[config.mk]
export PLATFORM = sky130hd
export DESIGN_NAME = shmem_ctrl
export DESIGN_NICKNAME = d
export VERILOG_FILES = /design/src/rtl/shmem_ctrl.sv
export SDC_FILE = /design/constraint.sdc
export NUM_CORES = 1
export LEC_CHECK = 0
export ABC_AREA = 0
export ABC_CLOCK_PERIOD_IN_PS = 1000
export BUFFER_PORTS_ARGS = -buffer_cell sky130_fd_sc_hd__buf_2
export CORE_AREA = 2 2 39 41
export CTS_CLUSTER_DIAMETER = 50
export CTS_CLUSTER_SIZE = 10
export DETAILED_ROUTE_END_ITERATION = 8
export DIE_AREA = 0 0 41 43
export GPL_TIMING_DRIVEN = 1
export PLACE_DENSITY = 0.3
export REMOVE_ABC_BUFFERS = 1
export SLEW_MARGIN = 15
export SYNTH_ARGS = -nofsm -noshare
export SYNTH_HDL_FRONTEND = slang
export SYNTH_SLANG_ARGS = --single-unit
[constraint.sdc]
create_clock -name clk -period 1 [get_ports clk]
set_input_delay 0.1 -clock clk [delete_from_list [all_inputs] [get_ports clk]]
set_output_delay 0.1 -clock clk [all_outputs]
set_load 0.01 [all_outputs]
[src/rtl/shmem_ctrl.sv]
module shmem_ctrl #(
  parameter int OPW = 3
) (
  input  logic           clk,
  input  logic           rst_n,
  input  logic           overlap_mode,
  input  logic [OPW-1:0] opcode,
  input  logic           alu_zero,
  output logic           phase,
  output logic           pc_en,
  output logic           ir_en,
  output logic           ir_nop,
  output logic           addr_sel,
  output logic           mem_we,
  output logic           reg_we
);
  localparam logic [OPW-1:0] OP_ALU  = OPW'(0);
  localparam logic [OPW-1:0] OP_LD   = OPW'(1);
  localparam logic [OPW-1:0] OP_ST   = OPW'(2);
  localparam logic [OPW-1:0] OP_BEQZ = OPW'(3);
  localparam logic [OPW-1:0] OP_JMP  = OPW'(4);

  logic is_alu, is_ld, is_st, is_mem, take;

  assign is_alu = (opcode == OP_ALU);
  assign is_ld  = (opcode == OP_LD);
  assign is_st  = (opcode == OP_ST);
  assign is_mem = is_ld | is_st;
  assign take   = (opcode == OP_JMP) | ((opcode == OP_BEQZ) & alu_zero);

  always_ff @(posedge clk or negedge rst_n)
    if (!rst_n) phase <= 1'b0;
    else        phase <= overlap_mode ? 1'b1 : ~phase;

  assign pc_en    = phase & ~(overlap_mode & is_mem);
  assign ir_en    = ~phase | overlap_mode;
  assign ir_nop   = phase & overlap_mode & (is_mem | take);
  assign addr_sel = phase & is_mem;
  assign mem_we   = phase & is_st;
  assign reg_we   = phase & (is_alu | is_ld);

  AST_BASE_TOGGLE: assert property (@(posedge clk) disable iff (!rst_n)
    !overlap_mode |=> (phase != $past(phase)));
  AST_FETCH_ADDR: assert property (@(posedge clk) disable iff (!rst_n)
    (ir_en && !ir_nop) |-> !addr_sel);
  AST_STORE_ADDR: assert property (@(posedge clk) disable iff (!rst_n)
    mem_we |-> (addr_sel && !reg_we));
  AST_BASE_EXCL: assert property (@(posedge clk) disable iff (!rst_n)
    !overlap_mode |-> !(pc_en && ir_en));
  AST_PORT_RETRY: assert property (@(posedge clk) disable iff (!rst_n)
    (overlap_mode && addr_sel) |-> (!pc_en && ir_en && ir_nop));
  AST_OVL_STAY: assert property (@(posedge clk) disable iff (!rst_n)
    (overlap_mode && phase) |=> phase);
endmodule

== After elaboration in Yosys (flattened, before gate mapping) ==
Index checks and enable logic that the tools add are counted.

* Add/subtract/negate cells: 0
* Multipliers: 0
* Div/mod/pow operators: 0
* Magnitude comparators: 0
* Eq/ne operators: 4
* Shift-type cells: 0
* Muxes and demuxes: 1
* Bitwise logic cells: 15
* Reductions and logical operators: 1

{| class="wikitable"
|+ Operators with widths
! cell !! count
|-
| bitwise AND 1 bit || 8
|-
| equality test 3 x 2 -> 1 bit, second input constant || 2
|-
| bitwise OR 1 bit || 5
|-
| equality test 3 x 1 -> 1 bit, second input constant || 1
|-
| equality test 3 bit, second input constant || 1
|-
| logical NOT 3 bit || 1
|-
| inverter 1 bit || 2
|-
| 2-to-1 mux 1 bit || 1
|}

* Flip-flop bits (word level): 1
* Latch bits: 0
* RAM bits: 0
* Memory bits (read-only): 0
* Bits of input ports: 7
* Word-level logic and storage cells: 22
* Memories kept: 0

== Longest topological paths before layout ==
Gate-level depths: netlist (run 1).

* Depth after elaboration: 5
* Gate-level depth with buffers: 2
* Depth with buffers taken out: 2

== Worst setup path after synthesis (run 1) ==
Ideal clock, no wire load.

* Kind: flip-flop to output port
* Start: register phase
* End: output port mem_we
* Arrival: 0.862 ns
* Required time: 0.900 ns
* Path slack: 0.038 ns
* Cell stages (with the launch flop): 3
* Buffers on the path: 0
* Cell sequence: dfrtp_1 nand2b_1 nor3b_1

* Longest elaborated chain between the ends: 1

{| class="wikitable"
|+ Ends and longest elaborated chain
! what !! line !! source
|-
| from (decl) || 9 || <nowiki>output logic phase,</nowiki>
|-
| from (signal assigned) || 33 || <nowiki>else phase <= overlap_mode ? 1'b1 : ~phase;</nowiki>
|-
| bitwise AND 1 bit || 39 || <nowiki>assign mem_we = phase & is_st;</nowiki>
|-
| to (decl) || 14 || <nowiki>output logic mem_we,</nowiki>
|}

Every way passes these cells.

== Worst setup path in the final report (run 1) ==
* Start: input port opcode[2]
* End: output port ir_nop

* Longest elaborated chain between the ends: 5
* Elaborated cells between the ends (all ways): 9

{| class="wikitable"
|+ Ends and longest elaborated chain
! what !! line !! source
|-
| from (decl) || 7 || <nowiki>input logic [OPW-1:0] opcode,</nowiki>
|-
| equality test 3 x 2 -> 1 bit || 29 || <nowiki>assign take = (opcode == OP_JMP) | ((opcode == OP_BEQZ) & alu_zero);</nowiki>
|-
| bitwise AND 1 bit || 29 ||
|-
| bitwise OR 1 bit || 29 ||
|-
| bitwise OR 1 bit * || 37 || <nowiki>assign ir_nop = phase & overlap_mode & (is_mem | take);</nowiki>
|-
| bitwise AND 1 bit * || 37 ||
|-
| to (decl) || 12 || <nowiki>output logic ir_nop,</nowiki>
|}

Every way passes the cells marked *; elsewhere a longest branch is shown, timed or not.

==> run_results.csv, run 1 <==
group,metric,value,unit
grt,grt_usage,0.0391,
power_and_ir_drop,power_leakage,0.106,nW
die,fp.coreArea,0.00138,mm²
critical_path,regToRegSetupSlack,320,ps
sta,clock.fmax,1050,MHz
critical_path,cp.depth,4,
finish,multiInputGateArea,71.3,µm²
routing,wl_per_cell,8.34,µm
run_status,status,"finished, final reports clean",
finish,layout-drive-gt1-share,0.500,
routing,drt_iter0_drc,1,
sta,fin_ws,47.0,ps
sta,hold_viol,0,
die,die_w,41,µm
die,die_area,0.00176,mm²
critical_path,critical_path.top_delay_family,"compound AO/OA/AOI/OAI gates",
critical_path,arrival,850,ps
critical_path,r2r_end,"phase$_DFF_PN0_",
yosys,ys_seq_area_frac,0.250,
power_and_ir_drop,powerDensity,618,mW/mm²
yosys,synth_top_family_by_area,"simple AND/OR/NAND/NOR gates",
routing,vias_per_cell,3.25,
grt,grt_max_degree,7,
grt,overflow,0,
critical_path,crit_path_start,"opcode[2]",
die,rows,14,
sta,final_max_slew_viol_count,0,
place,port_buffers,13,
routing,antenna_left,0,
yosys,netlist_top_cells_area,"dfrtp_1 (25%), o311a_1 (10%), o31a_1 (8.8%)",
finish,reg.largest.list,"phase: 1 flops",
critical_path,worstPathRequired,900,ps
routing,drc,0,
routing,vias,143,
critical_path,r2r_start,"phase$_DFF_PN0_",
yosys,syn-cell-area,100,µm²
critical_path,reg2reg_depth,2,
critical_path,cp.buffers_inverters,2,
critical_path,crit_path_top_delay_cell,"o311a_1",
routing,wl,367,µm
critical_path,cp-start-kind,"input pin",
sta,skew,0,ps
yosys,syn_inst,13,
grt,grt_pass1_vias,128,
die,die_height,43,µm
finish,nets,37,
critical_path,critPathMaxStageDelay,340,ps
yosys,synth_seq_cells,1,
yosys,yosysWarnings,0,
sta,final.period_utilization,0.953,
place,dp_slack,41.0,ps
grt,antenna_found_initial,0,
clock_network,clk_latency,0,ps
critical_path,setup.worst_path.class,"in -> out",
routing,dr.pass1.iters,4,
yosys,synth.top_cell.area_share,0.250,
yosys,synth_edf_count,0,
critical_path,worstSetupEndpointType,"output port",
hold_path,whs_path_depth,3,
place,gp_congestion,0.687,
yosys,synthSimpleGateAreaFrac,0.388,
critical_path,path_common_cell,"buf_2",
die,start_util,0.0723,
clock_network,path_clk_slew,0,ps
yosys,yosysTopAreaCell,"dfrtp_1",
hold_path,hp-class,"in -> reg",
yosys,synthFlopType,"dfrtp_1",
sta,slew_headroom,0.881,
grt,grt_pass1_wl,503,µm
yosys,synth_compound_area_frac,0.238,
sta,tightestPinTransition,178,ps
finish,largest_reg_flops,1,
yosys,synth_most_common_cell,"nor2_1",
sta,tns,0,ps
sta,min_period,953,ps
yosys,synthDistinctLibCells,12,
finish,fillers,164,
critical_path,path_max_fanout,4,
yosys,synthXorXnorAreaFrac,0.0875,
finish,antennaDiodeCount,0,
yosys,synth_mux_area_frac,0,
sta,setup_viol,0,
clock_network,post_cts_resized,0,
run,cap_viol_max_count,0,
die,pin_count,14,
finish,regArea,25.0,µm²
finish,top_register,"phase",
power_and_ir_drop,vdd_ir_drop_max,0.000172,V
finish,syn_to_final_growth,102,%
yosys,syn_area_per_cell,7.70,µm²
critical_path,crit_end,"ir_nop",
yosys,postSynth.asyncResetShare,1.00,
critical_path,crit_path_cell_trace,"buf_2, o311a_1, and3_1, buf_2",
yosys,synthAdderAreaFrac,0,
sta,rsz0062_at_grt,"false",
[placed cells by master (no fill, tap or decap), drive strengths merged]
| master | n |
|---|---|
| nor2 | 2 |
| and3 | 1 |
| buf | 14 |
| nor3b | 1 |
| nand2b | 1 |
| o311a | 1 |
| inv | 1 |
| dlygate4sd3 | 1 |
| nand3b | 1 |
| o31a | 1 |
| o21ai | 1 |
| nand2 | 1 |
| xnor2 | 1 |
| dfrtp | 1 |
[cell families after synthesis]
group / Yosys count
AOI/OAI and AO/OA: 3
xor gates and xnor gates: 1
buffers and inverters: 1
and+or+nand+nor: 7
DFF: 1
[worst min-delay path by stage]
stage | endpoint | slack [ps] | start
after floorplan | phase$_DFF_PN0_ | -200 | rst_n
after global placement | phase$_DFF_PN0_ | -120 | rst_n
after detailed placement | phase$_DFF_PN0_ | -120 | rst_n
after CTS | phase$_DFF_PN0_ | 350 | overlap_mode
after global routing | phase$_DFF_PN0_ | 380 | overlap_mode
final | phase$_DFF_PN0_ | 350 | overlap_mode
[where the power goes]
part           total (mW)  leakage, nW  switching, mW  internal (mW)
Sequential         0.0468       0.0108        0.00280         0.0440
Combinational      0.0785       0.0954         0.0384         0.0401
Clock                   0            0              0              0
Total               0.125        0.106         0.0412         0.0841
[through the flow]
stage,std cells,area [µm²],power [mW],utilization,hold slack (ps)
after floorplan,13,100,0.0802,-,-196
after global placement,42,185,0.118,0.134,-124
after detailed placement,42,185,0.118,0.134,-124
after CTS,43,195,0.122,0.141,350
after global routing,44,203,0.133,0.146,377
final,44,203,0.125,0.146,351
[tightest hold or removal path, delay by kind of cell]
kind / cells / cell delay, ps
buffers and inverters: 2 / 140
AND/OR/NAND/NOR: 1 / 70
[layer usage]
layer / global-route usage / vias up / wire (µm)
li1: - / 78 / -
met1: 0.0831 / 51 / 208
met2: 0.0344 / 14 / 88
met3: 0.0105 / 0 / 70
met4: 0 / 0 / 0
met5: 0 / - / 0
[area by class of cell]
type / count / area share
repair buffers: 15 / 0.407
multi-input cells: 11 / 0.352
well taps: 16 / 0.0988
flip-flops and latches: 1 / 0.123
inverters: 1 / 0.0185
[repair_timing]
item	in CTS	in global routing
setup buffers	0	1
endpoints found under the setup margin	0	1
endpoints found under the hold margin	1	0
hold buffers	1	0
(Power assumes the default switching activity.)
==> run 2, diff against run 1 <==
--- a/config.mk
+++ b/config.mk
@@ -8,11 +8,12 @@
 export ABC_AREA = 0
 export ABC_CLOCK_PERIOD_IN_PS = 1000
 export BUFFER_PORTS_ARGS = -buffer_cell sky130_fd_sc_hd__buf_2
-export CORE_AREA = 2 2 39 41
+export CAP_MARGIN = 20
+export CORE_AREA = 5 5 42 44
 export CTS_CLUSTER_DIAMETER = 50
 export CTS_CLUSTER_SIZE = 10
 export DETAILED_ROUTE_END_ITERATION = 8
-export DIE_AREA = 0 0 41 43
+export DIE_AREA = 0 0 47 49
 export GPL_TIMING_DRIVEN = 1
 export PLACE_DENSITY = 0.3
 export REMOVE_ABC_BUFFERS = 1
==> run 2 against run 1 <==
Against the previous run:
- cell area rose by 1.2%
- first-iteration DRC count rose to 3.0 times the previous value
- sequential power about the same
- fmax increased by 2.9%
- total power rose by 1.4%
- clock skew unchanged
- routed wire length increased by 6.5%
- setup slack improved by 27 ps
- hold slack improved by 3.1 ps
- global-route usage decreased by 0.39 points
- utilization hardly changed
- register-to-register slack about the same
- critical path type unchanged
- critical endpoint unchanged
==> run_results.csv, run 2 (synthesized netlist as in run 1, its figures left out) <==
group,metric,value,unit
run_status,status,"finished, final reports clean",
finish,final_common_cell,"buf_2",
clock_network,path_clk_slew,0,ps
place,dp.cells,43,
sta,clock.fmax,1080,MHz
routing,antenna_left,0,
run,cap_viol_max_count,0,
sta,rsz0062_at_grt,"false",
routing,drc,0,
finish,layout-drive-gt1-share,0.500,
sta,slew_headroom,0.882,
finish,largest_reg_flops,1,
routing,drt_iter0_drc,3,
critical_path,r2r_end,"phase$_DFF_PN0_",
finish,top_register,"phase",
critical_path,cp.buffers_inverters,2,
critical_path,crit_path_top_delay_cell,"o311a_1",
critical_path,crit_path_cell_trace,"clkbuf_4, o311a_1, and3_1, buf_2",
grt,grt_usage,0.0352,
power_and_ir_drop,powerDensity,619,mW/mm²
finish,syn_to_final_growth,105,%
power_and_ir_drop,power_leakage,0.107,nW
critical_path,arrival,830,ps
power_and_ir_drop,vdd_ir_drop_max,0.000253,V
die,die_w,47,µm
finish,mostFrequentLayoutCells,"buf_2 (12), nor2_1 (2)",
critical_path,r2r_start,"phase$_DFF_PN0_",
critical_path,setup.worst_path.class,"in -> out",
finish,multiInputGateArea,71.3,µm²
critical_path,worstSetupEndpointType,"output port",
die,die_height,49,µm
critical_path,path_max_fanout,6,
grt,overflow,0,
place,gp_congestion,0.688,
die,rows,14,
sta,tightestPinTransition,176,ps
place,port_buffers,13,
finish,fillers,165,
critical_path,cp-start-kind,"input pin",
clock_network,clk_latency,0,ps
sta,final.period_utilization,0.926,
grt,antenna_found_initial,0,
sta,skew,0,ps
place,dpl.hpwl,359,µm
critical_path,critPathMaxStageDelay,320,ps
power_and_ir_drop,total_power,127,µW
finish,regArea,25.0,µm²
critical_path,reg2reg_depth,2,
sta,tns,0,ps
die,die_area,0.00230,mm²
routing,vias_per_cell,3.50,
grt,grt_pass1_wl,648,µm
routing,wl,391,µm
routing,wl_per_cell,8.89,µm
critical_path,worstPathRequired,900,ps
sta,min_period,926,ps
grt,grt_pass1_vias,151,
finish,reg.largest.list,"phase: 1 flops",
critical_path,regToRegSetupSlack,320,ps
die,fp.coreArea,0.00140,mm²
routing,vias,154,
hold_path,hp-class,"in -> reg",
hold_path,whs_path_depth,3,
hold_path,hold_end,"phase$_DFF_PN0_",
die,pin_count,14,
sta,final_max_slew_viol_count,0,
finish,layout.cells.non_filler,44,
sta,hold_viol,0,
die,start_util,0.0714,
critical_path,critical_path.top_delay_family,"compound AO/OA/AOI/OAI gates",
routing,dr.pass1.iters,2,
hold_path,hold_start,"overlap_mode",
finish,antennaDiodeCount,0,
finish,nets,37,
sta,setup_viol,0,
grt,grt_max_degree,7,
-- run 2: changes by cell type in the layout (fill, tap and decap cells not counted) --
| cell | change |
|---|---|
| clkbuf_4 | +1 |
| buf_2 | -1 |
-- run 2: how the worst max path moves through the flow --
stage | start | end | slack, ps | cells after the start
final | opcode[1] | ir_nop | 70 | 4
after floorplan | phase$_DFF_PN0_ | mem_we | 40 | 2
after CTS | opcode[2] | ir_nop | 50 | 4
after global routing | phase$_DFF_PN0_ | mem_we | 20 | 3
after global placement | opcode[2] | ir_nop | 50 | 4
after detailed placement | opcode[2] | ir_nop | 50 | 4
-- run 2: metal layers --
layer | vias to the layer above | share of wire | wire (µm) | global-route usage
met5 | - | 0 | 0 | 0
met4 | 0 | 0 | 0 | 0
met3 | 0 | 0.22 | 86 | 0.0148
met2 | 14 | 0.20 | 80 | 0.0339
met1 | 61 | 0.57 | 224 | 0.0678
li1 | 79 | - | - | -
-- run 2: per-stage QoR --
stage | util | hold slack [ps] | setup WS [ps] | instance area, µm²
after floorplan | - | -196 | 38.0 | 100
after global routing | 0.146 | 382 | 16.4 | 205
after detailed placement | 0.138 | -118 | 53.5 | 193
after CTS | 0.145 | 365 | 53.5 | 203
final | 0.146 | 354 | 73.8 | 205
after global placement | 0.138 | -121 | 54.5 | 193
-- run 2: area by class of cell --
cell class              instances  share of cell area
repair buffers                 15               0.415
multi-input cells              11               0.348
flip-flops and latches          1               0.122
well taps                      16              0.0976
inverters                       1              0.0183
-- run 2: what timing repair did --
action                     4_1_cts  5_1_grt
hold buffers                     1        0
resized for setup                0        1
setup endpoints to repair        0        1
setup buffers                    0        0
hold endpoints to repair         1        0
-- run 2: worst register-to-register path: cells and delay by family, from the launching register on --
kind	cells	cell delay (ps)
buffers and inverters	1	130
AND/OR/NAND/NOR	1	60
flip-flops	1	360
-- run 2: power breakdown --
part	switching (mW)	leakage, nW	internal [mW]	total, mW
Clock	0	0	0	0
Combinational	0.0393	0.0961	0.0410	0.0803
Sequential	0.00269	0.0108	0.0440	0.0467
Total	0.0420	0.107	0.0850	0.127
==> run 3, diff against run 2 <==
--- a/config.mk
+++ b/config.mk
@@ -15,6 +15,7 @@
 export DETAILED_ROUTE_END_ITERATION = 8
 export DIE_AREA = 0 0 47 49
 export GPL_TIMING_DRIVEN = 1
+export MAX_ROUTING_LAYER = met4
 export PLACE_DENSITY = 0.3
 export REMOVE_ABC_BUFFERS = 1
 export SLEW_MARGIN = 15
==> run 3 against run 2 <==
Against the previous run:
- combinational power about the same
- sequential share of layout area unchanged
- critical path depth unchanged
- first-iteration DRC count unchanged
- utilization unchanged
- register-to-register slack about the same
- total power increased by 0.23%
- via count unchanged
- global-route usage increased by 0.089 points
==> run_results.csv, run 3 (synthesized netlist as in run 1, its figures left out) <==
group,metric,value,unit
critical_path,crit_path_top_delay_cell,"o311a_1",
critical_path,worstPathRequired,900,ps
clock_network,path_clk_slew,0,ps
run_status,status,"finished, final reports clean",
finish,nets,37,
die,start_util,0.0714,
run,cap_viol_max_count,0,
grt,grt_usage,0.0360,
die,rows,14,
sta,tns,0,ps
routing,drc,0,
finish,syn_to_final_growth,105,%
critical_path,worstSetupEndpointType,"output port",
critical_path,cp-start-kind,"input pin",
finish,mostFrequentLayoutCells,"buf_2 (12), nor2_1 (2)",
sta,skew,0,ps
power_and_ir_drop,powerDensity,620,mW/mm²
hold_path,hp-class,"in -> reg",
finish,fillers,165,
routing,wl,391,µm
sta,setup_viol,0,
sta,fin_ws,73.7,ps
power_and_ir_drop,total_power,127,µW
sta,final_max_slew_viol_count,0,
routing,wl_per_cell,8.89,µm
finish,reg.largest.list,"phase: 1 flops",
sta,min_period,926,ps
critical_path,arrival,830,ps
power_and_ir_drop,power_leakage,0.107,nW
routing,drt_iter0_drc,3,
sta,final.period_utilization,0.926,
finish,antennaDiodeCount,0,
sta,hold_viol,0,
clock_network,postCtsSetupBuffers,0,
power_and_ir_drop,vdd_ir_drop_max,0.000254,V
grt,grt_pass1_vias,151,
routing,dr.pass1.iters,2,
routing,vias,154,
place,dp_slack,53.5,ps
die,die_height,49,µm
place,dpl.hpwl,359,µm
clock_network,clk_latency,0,ps
grt,grt_pass1_wl,648,µm
critical_path,critPathMaxStageDelay,320,ps
die,die_area,0.00230,mm²
sta,clock.fmax,1080,MHz
place,port_buffers,13,
finish,largest_reg_flops,1,
finish,top_register,"phase",
place,gp_congestion,0.695,
grt,overflow,0,
finish,layout-drive-gt1-share,0.500,
die,pin_count,14,
routing,vias_per_cell,3.50,
critical_path,setup.worst_path.class,"in -> out",
grt,antenna_found_initial,0,
sta,rsz0062_at_grt,"false",
grt,grt_max_degree,7,
die,fp.coreArea,0.00140,mm²
critical_path,crit_path_cell_trace,"clkbuf_4, o311a_1, and3_1, buf_2",
finish,final_common_cell,"buf_2",
sta,slew_headroom,0.882,
die,die_w,47,µm
sta,tightestPinTransition,176,ps
routing,antenna_left,0,
critical_path,path_max_fanout,6,
==> run 3: metrics by stage <==
step / hold WS (ps) / cells / area, µm² / util
detailed placement: -118 / 43 / 193 / 0.138
finish: 354 / 44 / 205 / 0.146
floorplan: -196 / 13 / 100 / -
global route: 382 / 44 / 205 / 0.146
CTS: 365 / 44 / 203 / 0.145
global placement: -121 / 43 / 193 / 0.138
==> run 3: final timing paths <==
kind                                       from         endpoint  slack [ps]  depth (start not counted)
worst max register to register  phase$_DFF_PN0_  phase$_DFF_PN0_         320                          2
min in group asynchronous                 rst_n  phase$_DFF_PN0_         420                          2
worst max-delay path                  opcode[1]           ir_nop          70                          4
worst min-delay path               overlap_mode  phase$_DFF_PN0_         350                          3
worst min register to register  phase$_DFF_PN0_  phase$_DFF_PN0_         610                          2
max in group asynchronous                 rst_n  phase$_DFF_PN0_         490                          2
==> run 3: repair_timing <==
action	4_1_cts	5_1_grt
hold buffers	1	0
hold endpoints to repair	1	0
resized for setup	0	1
setup endpoints to repair	0	1
==> run 3: layer usage <==
metal  up-vias  track usage  wire [µm]
li1         79            -          -
met1        61       0.0744        238
met2        14       0.0339         80
met3         0      0.00369         72
met4         0            0          0
met5         -            -          0
==> run 3: critical path, delay by kind of cell <==
kind / cells / cell delay [ps]
AND/OR/NAND/NOR: 1 / 140
buffers and inverters: 2 / 270
AO/OA/AOI/OAI: 1 / 320
==> run 3: report_power, final <==
part	switching [mW]	total, mW	leakage, nW	internal [mW]
Combinational	0.0396	0.0806	0.0961	0.0410
Sequential	0.00269	0.0467	0.0108	0.0440
Clock	0	0	0	0
==> run 3: final cells by class <==
type	count	area, µm²	area share
repair buffers	15	85.1	0.415
inverters	1	3.75	0.0183
well taps	16	20.0	0.0976
multi-input cells	11	71.3	0.348
flip-flops and latches	1	25.0	0.122
